$ cat config.mk
export PLATFORM = sky130hd
export DESIGN_NAME = npc_unit
export DESIGN_NICKNAME = d
export VERILOG_FILES = /design/src/rtl/npc_pkg.sv /design/src/rtl/npc_ctrl.sv /design/src/rtl/npc_datapath.sv /design/src/rtl/npc_unit.sv
export SDC_FILE = /design/constraint.sdc
export NUM_CORES = 1
export LEC_CHECK = 0
export BUFFER_PORTS_ARGS = -buffer_cell sky130_fd_sc_hd__buf_2
export CAP_MARGIN = 20
export CORE_UTILIZATION = 43
export CTS_CLUSTER_SIZE = 10
export DETAILED_ROUTE_END_ITERATION = 12
export GPL_ROUTABILITY_DRIVEN = 0
export HOLD_SLACK_MARGIN = 0.05
export PLACE_DENSITY = 0.79
export SLEW_MARGIN = 20
export SYNTH_ARGS = -nofsm -noshare
export SYNTH_HDL_FRONTEND = slang
export SYNTH_SLANG_ARGS = --single-unit
$ cat constraint.sdc
create_clock -name clk -period 3.7 [get_ports clk]
set_input_delay 0.74 -clock clk [delete_from_list [all_inputs] [get_ports clk]]
set_output_delay 0.74 -clock clk [all_outputs]
set_load 0.01 [all_outputs]
$ cat src/rtl/npc_pkg.sv
package npc_pkg;
  localparam int ADDR_W = 32;
  localparam int IMM_W  = 16;
  localparam int JF_W   = 26;
  localparam int REG_W  = 5;
  localparam int UPPER_W = ADDR_W - JF_W - 2;
  localparam logic [REG_W-1:0] LINK_REG = '1;

  typedef enum logic [2:0] {
    CLS_SEQ  = 3'd0,
    CLS_BEQ  = 3'd1,
    CLS_BNE  = 3'd2,
    CLS_JMP  = 3'd3,
    CLS_JAL  = 3'd4,
    CLS_JREG = 3'd5
  } ctrl_class_e;

  typedef struct packed {
    logic selBranch;
    logic selJump;
    logic selReg;
    logic linkWe;
  } npc_strobe_t;
endpackage

$ cat src/rtl/npc_ctrl.sv
module npc_ctrl
  import npc_pkg::*;
(
  input  logic [2:0]  ctrlClass,
  input  logic        opsEqual,
  input  logic        tgtLowSet,
  output npc_strobe_t strobes,
  output logic        misaligned
);
  always_comb begin
    strobes    = '0;
    misaligned = 1'b0;
    case (ctrlClass)
      CLS_BEQ:  strobes.selBranch = opsEqual;
      CLS_BNE:  strobes.selBranch = ~opsEqual;
      CLS_JMP:  strobes.selJump   = 1'b1;
      CLS_JAL: begin
        strobes.selJump = 1'b1;
        strobes.linkWe  = 1'b1;
      end
      CLS_JREG: begin
        strobes.selReg = 1'b1;
        misaligned     = tgtLowSet;
      end
      default: strobes = '0;
    endcase
  end
endmodule

$ cat src/rtl/npc_datapath.sv
module npc_datapath
  import npc_pkg::*;
#(
  parameter logic [ADDR_W-1:0] RESET_VEC = '0
)(
  input  logic              clk,
  input  logic              rst,
  input  npc_strobe_t       strobes,
  input  logic [IMM_W-1:0]  imm16,
  input  logic [JF_W-1:0]   jumpField,
  input  logic [ADDR_W-1:0] opA,
  input  logic [ADDR_W-1:0] opB,
  input  logic [ADDR_W-1:0] regTarget,
  output logic [ADDR_W-1:0] pc,
  output logic [ADDR_W-1:0] pcPlus4,
  output logic              opsEqual,
  output logic              tgtLowSet
);
  logic [ADDR_W-1:0] branchOffset;
  logic [ADDR_W-1:0] branchTarget;
  logic [ADDR_W-1:0] jumpTarget;
  logic [ADDR_W-1:0] nextPc;

  assign pcPlus4      = pc + ADDR_W'(4);
  assign branchOffset = {{(ADDR_W-IMM_W-2){imm16[IMM_W-1]}}, imm16, 2'b00};
  assign branchTarget = pcPlus4 + branchOffset;
  assign jumpTarget   = {pcPlus4[ADDR_W-1 -: UPPER_W], jumpField, 2'b00};
  assign opsEqual     = (opA == opB);
  assign tgtLowSet    = |regTarget[1:0];

  always_comb begin
    if (strobes.selReg)         nextPc = {regTarget[ADDR_W-1:2], 2'b00};
    else if (strobes.selJump)   nextPc = jumpTarget;
    else if (strobes.selBranch) nextPc = branchTarget;
    else                        nextPc = pcPlus4;
  end

  always_ff @(posedge clk) begin
    if (rst) pc <= RESET_VEC;
    else     pc <= nextPc;
  end
endmodule

$ cat src/rtl/npc_unit.sv
module npc_unit
  import npc_pkg::*;
#(
  parameter logic [31:0] RESET_VEC = 32'h0
)(
  input  logic        clk,
  input  logic        rst,
  input  logic [2:0]  ctrlClass,
  input  logic [15:0] imm16,
  input  logic [25:0] jumpField,
  input  logic [31:0] opA,
  input  logic [31:0] opB,
  input  logic [31:0] regTarget,
  output logic [31:0] fetchAddr,
  output logic        linkWe,
  output logic [4:0]  linkReg,
  output logic [31:0] linkAddr,
  output logic        misaligned
);
  npc_strobe_t strobes;
  logic        opsEqual;
  logic        tgtLowSet;
  logic [31:0] pcPlus4;

  npc_ctrl u_ctrl (
    .ctrlClass (ctrlClass),
    .opsEqual  (opsEqual),
    .tgtLowSet (tgtLowSet),
    .strobes   (strobes),
    .misaligned(misaligned)
  );

  npc_datapath #(.RESET_VEC(RESET_VEC)) u_dp (
    .clk      (clk),
    .rst      (rst),
    .strobes  (strobes),
    .imm16    (imm16),
    .jumpField(jumpField),
    .opA      (opA),
    .opB      (opB),
    .regTarget(regTarget),
    .pc       (fetchAddr),
    .pcPlus4  (pcPlus4),
    .opsEqual (opsEqual),
    .tgtLowSet(tgtLowSet)
  );

  assign linkWe   = strobes.linkWe;
  assign linkReg  = LINK_REG;
  assign linkAddr = pcPlus4;
endmodule

After elaboration in Yosys (flattened, before gate mapping)
Index checks and enable logic that the tools add are counted.
{"block": "totals", "reg_bits": 32, "inputBits": 143, "word_cells": 22}
{"block": "op_classes", "add_sub_neg": 2, "n_eq_ne": 6, "mux": 8, "n_bitwise": 1, "reduce_logical": 3}
{"cell": "2-to-1 mux 32 bit", "n": 3}
{"cell": "adder 32 x 3 -> 32 bit, second input constant", "n": 1}
{"cell": "adder 32 bit", "n": 1}
{"cell": "equality test 32 bit", "n": 1}
{"cell": "equality test 3 x 2 -> 1 bit, second input constant", "n": 2}
{"cell": "equality test 3 bit, second input constant", "n": 2}
{"cell": "2-to-1 mux 1 bit", "n": 4}
{"cell": "OR reduction 2 bit", "n": 2}
{"cell": "equality test 3 x 1 -> 1 bit, second input constant", "n": 1}
{"cell": "OR reduction 3 bit", "n": 1}
{"cell": "case mux 1 bit (2 select lines)", "n": 1}
{"cell": "NOT 1 bit", "n": 1}

Depth between registers and ports, before layout
{"block": "depth", "word_depth": 6, "ltp_mapped": 18, "mapped_depth_nobuf": 17}

Hierarchy
Synthesis repeated with hierarchy kept, for this count alone.
{"block": "unflattened", "cells_unflattened": 566, "area_unflattened_um2": 4231.6}
{"mod": "npc_datapath", "instances": 1, "cells_each": 552, "area_each_um2": 4134.0, "seq_area_each_um2": 600.6}
{"mod": "npc_ctrl", "instances": 1, "cells_each": 8, "area_each_um2": 56.3, "seq_area_each_um2": 0.0}
{"mod": "npc_unit", "instances": 1, "cells_each": 6, "area_each_um2": 41.3, "seq_area_each_um2": 0.0}

Least setup slack after synthesis
No wires, ideal clock.
{"block": "synth_path", "path_type": "register to register", "start": "register u_dp.pc[2]", "end": "register u_dp.pc[29]", "setup_time_ns": 0.103, "arrival_time_ns": 3.846, "required_time_ns": 3.597, "path_slack_ns": -0.249, "path_stages_with_launch": 19, "synth_period_minus_slack_ns": 3.949, "cell_sequence": "dfxtp_1 -> ha_1 -> nand4_1 -> nor2_1 -> nand2_1 -> nor2_1 -> nand3_1 -> xnor2_1 -> ha_1 -> clkbuf_1 -> a21o_1 -> a21o_1 -> a21o_1 -> or3_1 -> nor3_1 -> o31ai_1 -> a31oi_1 -> xor2_1 -> a2111oi_2"}
{"block": "synth_via", "elab_chain_cells": 5}
{"element": "start: declaration", "line": "npc_datapath.sv:14", "source": "output logic [ADDR_W-1:0] pc,"}
{"element": "start signal: assignment", "line": "npc_datapath.sv:40", "source": "else pc <= nextPc;"}
{"element": "adder 32 x 3 -> 32 bit", "line": "npc_datapath.sv:24", "source": "assign pcPlus4 = pc + ADDR_W'(4);"}
{"element": "net linkAddr[22]", "line": "npc_unit.sv:17", "source": "output logic [31:0] linkAddr,"}
{"element": "adder 32 bit", "line": "npc_datapath.sv:26", "source": "assign branchTarget = pcPlus4 + branchOffset;"}
{"element": "2-to-1 mux 32 bit", "line": "npc_datapath.sv:34", "source": "else if (strobes.selBranch) nextPc = branchTarget;"}
{"element": "2-to-1 mux 32 bit", "line": "npc_datapath.sv:33", "source": "else if (strobes.selJump) nextPc = jumpTarget;"}
{"element": "2-to-1 mux 32 bit", "line": "npc_datapath.sv:32", "source": "if (strobes.selReg) nextPc = {regTarget[ADDR_W-1:2], 2'b00};"}
The timed path passes the listed nets, and every way through them passes these cells.
A chain may end at the register's enable or synchronous reset.

Worst setup path in the final report
{"block": "layout_path", "start": "register u_dp.pc[2]", "end": "register u_dp.pc[29]"}
{"block": "layout_via", "elab_chain_cells": 5}
{"element": "adder 32 x 3 -> 32 bit (*)", "line": "npc_datapath.sv:24"}
{"element": "adder 32 bit", "line": "npc_datapath.sv:26"}
{"element": "2-to-1 mux 32 bit", "line": "npc_datapath.sv:34"}
{"element": "2-to-1 mux 32 bit (*)", "line": "npc_datapath.sv:33"}
{"element": "2-to-1 mux 32 bit (*)", "line": "npc_datapath.sv:32"}
Every way passes the cells marked *; elsewhere a longest branch is shown, timed or not.

==> metrics.md <==
| Metric | Value |
|---|---|
| Result of the run | `complete, no violations` |
| Met2 WL | `7.390 mm` |
| Slew at the pin closest to its max-slew limit | `0.7176 ns` |
| Via density per instance | `5.599` |
| Cell types occupying the most area after synthesis | `sky130_fd_sc_hd__dfxtp_1 (14%), sky130_fd_sc_hd__xnor2_1 (13%), sky130_fd_sc_hd__ha_1 (11%), sky130_fd_sc_hd__mux2i_1 (4.7%), sky130_fd_sc_hd__nor2_1 (4.4%)` |
| Top cell type by total area after synthesis | `sky130_fd_sc_hd__dfxtp_1` |
| Sequential-to-total area share from yosys stat | `14.22%` |
| Final number of max-transition violations | `0` |
| Wire length on met1 | `6.083 mm` |
| Peak supply drop | `0.1532 mV` |
| Smallest setup slack after layout | `0.08176 ns` |
| Switching power summed over all nets | `699.9 uW` |
| Upper clock frequency limit | `276.4 MHz` |
| Critical path arrival | `3.80 ns` |
| Internal power | `958.0 uW` |
| Clock power share | `18.0%` |
| Number of warnings issued by yosys | `0` |
| Effective utilization at floorplan | `45.07%` |
| Sinks on Clock Net | `30` |
| Max H-tree Level | `2` |
| Leak pwr | `0.002927 uW` |
| Number of buffers inserted for hold repair after clock tree synthesis | `0` |
| First-pass GRT wire length | `22.79 mm` |
| Mean instance size in the synthesized netlist | `7.970 sq um` |
| Vias in the first global route | `4770` |
| Shortest clock period the worst path allows after layout | `3.618 ns` |
| RSZ-0062 raised after global routing | `true` |
| Clock slew at reported path FFs | `0.08 ns` |
| Endpoint type of the worst setup path | `flip-flop` |
| Dominant combinational cell family by area after synthesis | `compound AO/OA/AOI/OAI gates` |
| Number of standard cells in the final layout excluding fillers | `890` |
| CTS buffer count | `5` |
| Crit Path Class | `flip-flop to flip-flop` |
| Clock latency on the worst-skew pair | `0.29 ns` |
| Post-layout utilization of the core | `62.88%` |
| Root buffer cell | `sky130_fd_sc_hd__clkbuf_8` |
| Switching share of total power | `42.22%` |
| Setup Viol. Count Final | `0` |
| Cell count after placement | `870` |
| Area used by multi-input combinational logic | `3660 sq um` |
| Cells after Synth | `530` |
| Skew final | `0.01185 ns` |
| Net count of the finished layout | `940` |
| Biggest fanout along the worst timing path | `4` |
| Post-synthesis xor/xnor area fraction | `17.77%` |
| Most flop-heavy register | `u_dp.pc` |
| Remaining number of nets flagged by the antenna check after routing | `0` |
| Routed vias | `4983` |
| Seq cells post-synth | `30` |
| Antenna fix cells | `0` |
| Relative contribution of combinational cells to total power | `57.9%` |
| Post-synthesis instance area | `4224 sq um` |
| Synth Area in Compound Gates | `27.10%` |
| Drt first pass iters | `5` |
| Count of final hold-check violations | `0` |
| Max cap viols | `0` |
| Floorplan Core Area | `9371 sq um` |
| Layout filler cell count | `804` |
| Register area | `610.6 sq um` |
| Number of flops mapped to enable cells by yosys | `0` |
| Mux share of post-synthesis cell area | `5.273%` |
| Power Dens Cells | `281.3 nW/um^2` |
| Die Area | `10220 sq um` |
| Flip-flop count of the largest register after layout | `30` |
| Fraction of synthesized cell area taken by the top area cell type | `14.22%` |
| Seq pwr share | `24.1%` |
| Worst hold slack across all endpoints | `0.6745 ns` |
| Port Buffers | `204` |
| TritonCTS clock tree | `done` |
| Biggest regs | `u_dp.pc x30` |
| Share of final-layout standard cells stronger than drive strength 1 | `41.52%` |
| Drt drc | `0` |
| Prevailing post-synth register cell | `sky130_fd_sc_hd__dfxtp_1` |
| Critical path startpoint category | `flip-flop` |
| Data required time of the worst path | `3.89 ns` |
| Distinct cell type count after synthesis | `69` |
| Die Height | `101.1 microns` |
| Number of violations reported at the end of detailed-routing iteration 0 | `196` |
| Top routing layer in use | `met4` |
| Setup slack at placement | `-0.05846 ns` |
| Total Negative Setup Slacks | `0 ns` |
| Detailed route wirelength on metal3 | `1.137 mm` |
| Total global routing overflow | `0` |
| Die width | `101.1 microns` |
| Part of the cycle the worst path needs | `97.79%` |
| WL/cell | `16.76 microns` |
| Normalized max-slew margin | `52.16%` |
| Number of buffers on the longest clock path | `2` |
| Relative area change from synthesis to final layout | `39.51%` |
| Antenna violations before repair | `0` |
| Overall track demand over capacity in global routing | `28.17%` |
| Share of flip-flops with an asynchronous set or reset | `0%` |
| Std cell rows | `35` |
| Half-perimeter wire length of the detailed placement result | `11.83 mm` |
| I/O pin cnt | `214` |
| Simple-gate share of the synthesized area | `19.64%` |
| Largest net degree at the start of global routing | `33` |
| Worst Hold Class | `input port to flip-flop` |
| Total Routed Length | `14.91 mm` |
| Area share of fa/ha/maj cells after synthesis | `11.14%` |
==> cells in the mapped netlist, types with 2 or more instances <==
library cell	number
sky130_fd_sc_hd__xnor2_1	64
sky130_fd_sc_hd__a2111oi_0	2
sky130_fd_sc_hd__a21o_1	24
sky130_fd_sc_hd__nand4_1	13
sky130_fd_sc_hd__ha_1	36
sky130_fd_sc_hd__clkbuf_1	13
sky130_fd_sc_hd__a21oi_2	2
sky130_fd_sc_hd__o22ai_1	2
sky130_fd_sc_hd__o21a_1	5
sky130_fd_sc_hd__a21oi_1	34
sky130_fd_sc_hd__a31o_2	4
sky130_fd_sc_hd__nor2b_1	3
sky130_fd_sc_hd__o211ai_1	5
sky130_fd_sc_hd__inv_1	10
sky130_fd_sc_hd__nor4_1	2
sky130_fd_sc_hd__xor2_1	18
sky130_fd_sc_hd__buf_2	5
sky130_fd_sc_hd__a41oi_1	3
sky130_fd_sc_hd__dfxtp_1	30
sky130_fd_sc_hd__xor2_2	2
sky130_fd_sc_hd__and3_1	14
sky130_fd_sc_hd__nor2_1	50
sky130_fd_sc_hd__a221oi_1	3
sky130_fd_sc_hd__mux2i_1	20
sky130_fd_sc_hd__nand3_1	14
sky130_fd_sc_hd__conb_1	2
sky130_fd_sc_hd__nand2_2	2
sky130_fd_sc_hd__nor3_1	7
sky130_fd_sc_hd__a31oi_1	3
sky130_fd_sc_hd__a211o_1	5
sky130_fd_sc_hd__nor3b_1	2
sky130_fd_sc_hd__and2_1	6
sky130_fd_sc_hd__nand2_1	29
sky130_fd_sc_hd__o21bai_1	5
sky130_fd_sc_hd__or3_1	5
sky130_fd_sc_hd__buf_4	10
sky130_fd_sc_hd__a22oi_1	3
sky130_fd_sc_hd__o21ai_0	22
sky130_fd_sc_hd__nor3_4	2
sky130_fd_sc_hd__a211oi_1	19
sky130_fd_sc_hd__nand2b_1	2
==> power by group through the flow <==
| stage | Clock (uW) | Combinational (uW) | Sequential [uW] |
|---|---|---|---|
| 6_report | 299 | 960 | 399 |
| 5_1_grt | 313 | 1040 | 403 |
| 4_1_cts | 300 | 901 | 395 |
| 3_5_place_dp | 0 | 889 | 402 |
| 3_3_place_gp | 0 | 867 | 400 |
| 2_1_floorplan | 0 | 560 | 416 |
==> cell families (layout without fill, tap and decap cells) <==
logic type	count (synthesis)	in the layout
AND/OR/NAND/NOR	159	159
AO/OA/AOI/OAI	157	157
XOR/XNOR	84	84
buffers and inverters	39	263
multiplexers	22	22
adder cells (fa/ha/maj)	37	37
other	2	9
flip-flops	30	30
==> placed cells by master (no fill, tap or decap), types with 9 or more instances in the layout <==
cell type                  instances
sky130_fd_sc_hd__buf_2           204
sky130_fd_sc_hd__xnor2_1          60
sky130_fd_sc_hd__nor2_1           47
sky130_fd_sc_hd__buf_4            41
sky130_fd_sc_hd__a21oi_1          32
sky130_fd_sc_hd__ha_1             32
sky130_fd_sc_hd__nand2_1          28
sky130_fd_sc_hd__dfxtp_1          26
sky130_fd_sc_hd__a21o_1           24
sky130_fd_sc_hd__o21ai_0          21
sky130_fd_sc_hd__mux2i_1          20
sky130_fd_sc_hd__a211oi_1         19
sky130_fd_sc_hd__and3_1           14
sky130_fd_sc_hd__xor2_1           14
sky130_fd_sc_hd__nand4_1          13
sky130_fd_sc_hd__nand3_1          13
sky130_fd_sc_hd__inv_1            10
sky130_fd_sc_hd__conb_1            9
==> through the flow <==
| stage | total power (uW) | cell area, sq um |
|---|---|---|
| finish | 1658 | 5893 |
| global route | 1757 | 5893 |
| CTS | 1596 | 5647 |
| detailed placement | 1291 | 5525 |
| global placement | 1267 | 5525 |
| floorplan | 976.0 | 4282 |
==> layer usage <==
metal / up-vias / global-route usage [%]
met5: - / 0
met4: 0 / 6.466
met3: 28 / 4.577
met2: 236 / 50.39
met1: 2338 / 35.25
li1: 2381 / -
==> worst paths after layout <==
path | start | endpoint | slack, ns | depth (start not counted)
setup / recovery | u_dp.pc[2]$_SDFF_PP0_ | u_dp.pc[29]$_SDFF_PP0_ | 0.08 | 17
hold / removal | regTarget[15] | u_dp.pc[15]$_SDFF_PP0_ | 0.67 | 2
setup reg to reg | u_dp.pc[2]$_SDFF_PP0_ | u_dp.pc[29]$_SDFF_PP0_ | 0.08 | 17
hold reg to reg | u_dp.pc[31]$_SDFF_PP0_ | u_dp.pc[31]$_SDFF_PP0_ | 0.84 | 4
==> final cells by class <==
type	count	area share, %
Tap cell	129	2.739
Clock inverter	2	0.2123
Timing Repair Buffer	245	22.55
Inverter	10	0.6369
Clock buffer	6	1.401
Sequential cell	30	10.36
Multi-Input combinational cell	468	62.10
==> repair_timing <==
item	CTS	global route
buffers inserted	2	10
endpoints found under the setup margin	2	13
pin swaps	4	16
gates resized for setup	3	33
==> critical path, cell delays in order (launching register included) <==
cell and delay, ns:
sky130_fd_sc_hd__dfxtp_4 0.37, sky130_fd_sc_hd__ha_4 0.14, sky130_fd_sc_hd__nand4_1 0.16, sky130_fd_sc_hd__nor2_2 0.20, sky130_fd_sc_hd__nand2_2 0.13, sky130_fd_sc_hd__nor2_4 0.16, sky130_fd_sc_hd__nand3_2 0.12, sky130_fd_sc_hd__xnor2_2 0.17
sky130_fd_sc_hd__ha_1 0.30, sky130_fd_sc_hd__a21o_1 0.17, sky130_fd_sc_hd__a21o_1 0.17, sky130_fd_sc_hd__a21o_1 0.18, sky130_fd_sc_hd__or3_1 0.34, sky130_fd_sc_hd__nor3_2 0.21, sky130_fd_sc_hd__o31ai_2 0.10, sky130_fd_sc_hd__a31oi_1 0.21
sky130_fd_sc_hd__xor2_1 0.11, sky130_fd_sc_hd__a2111oi_2 0.28
(Power assumes the default switching activity.)
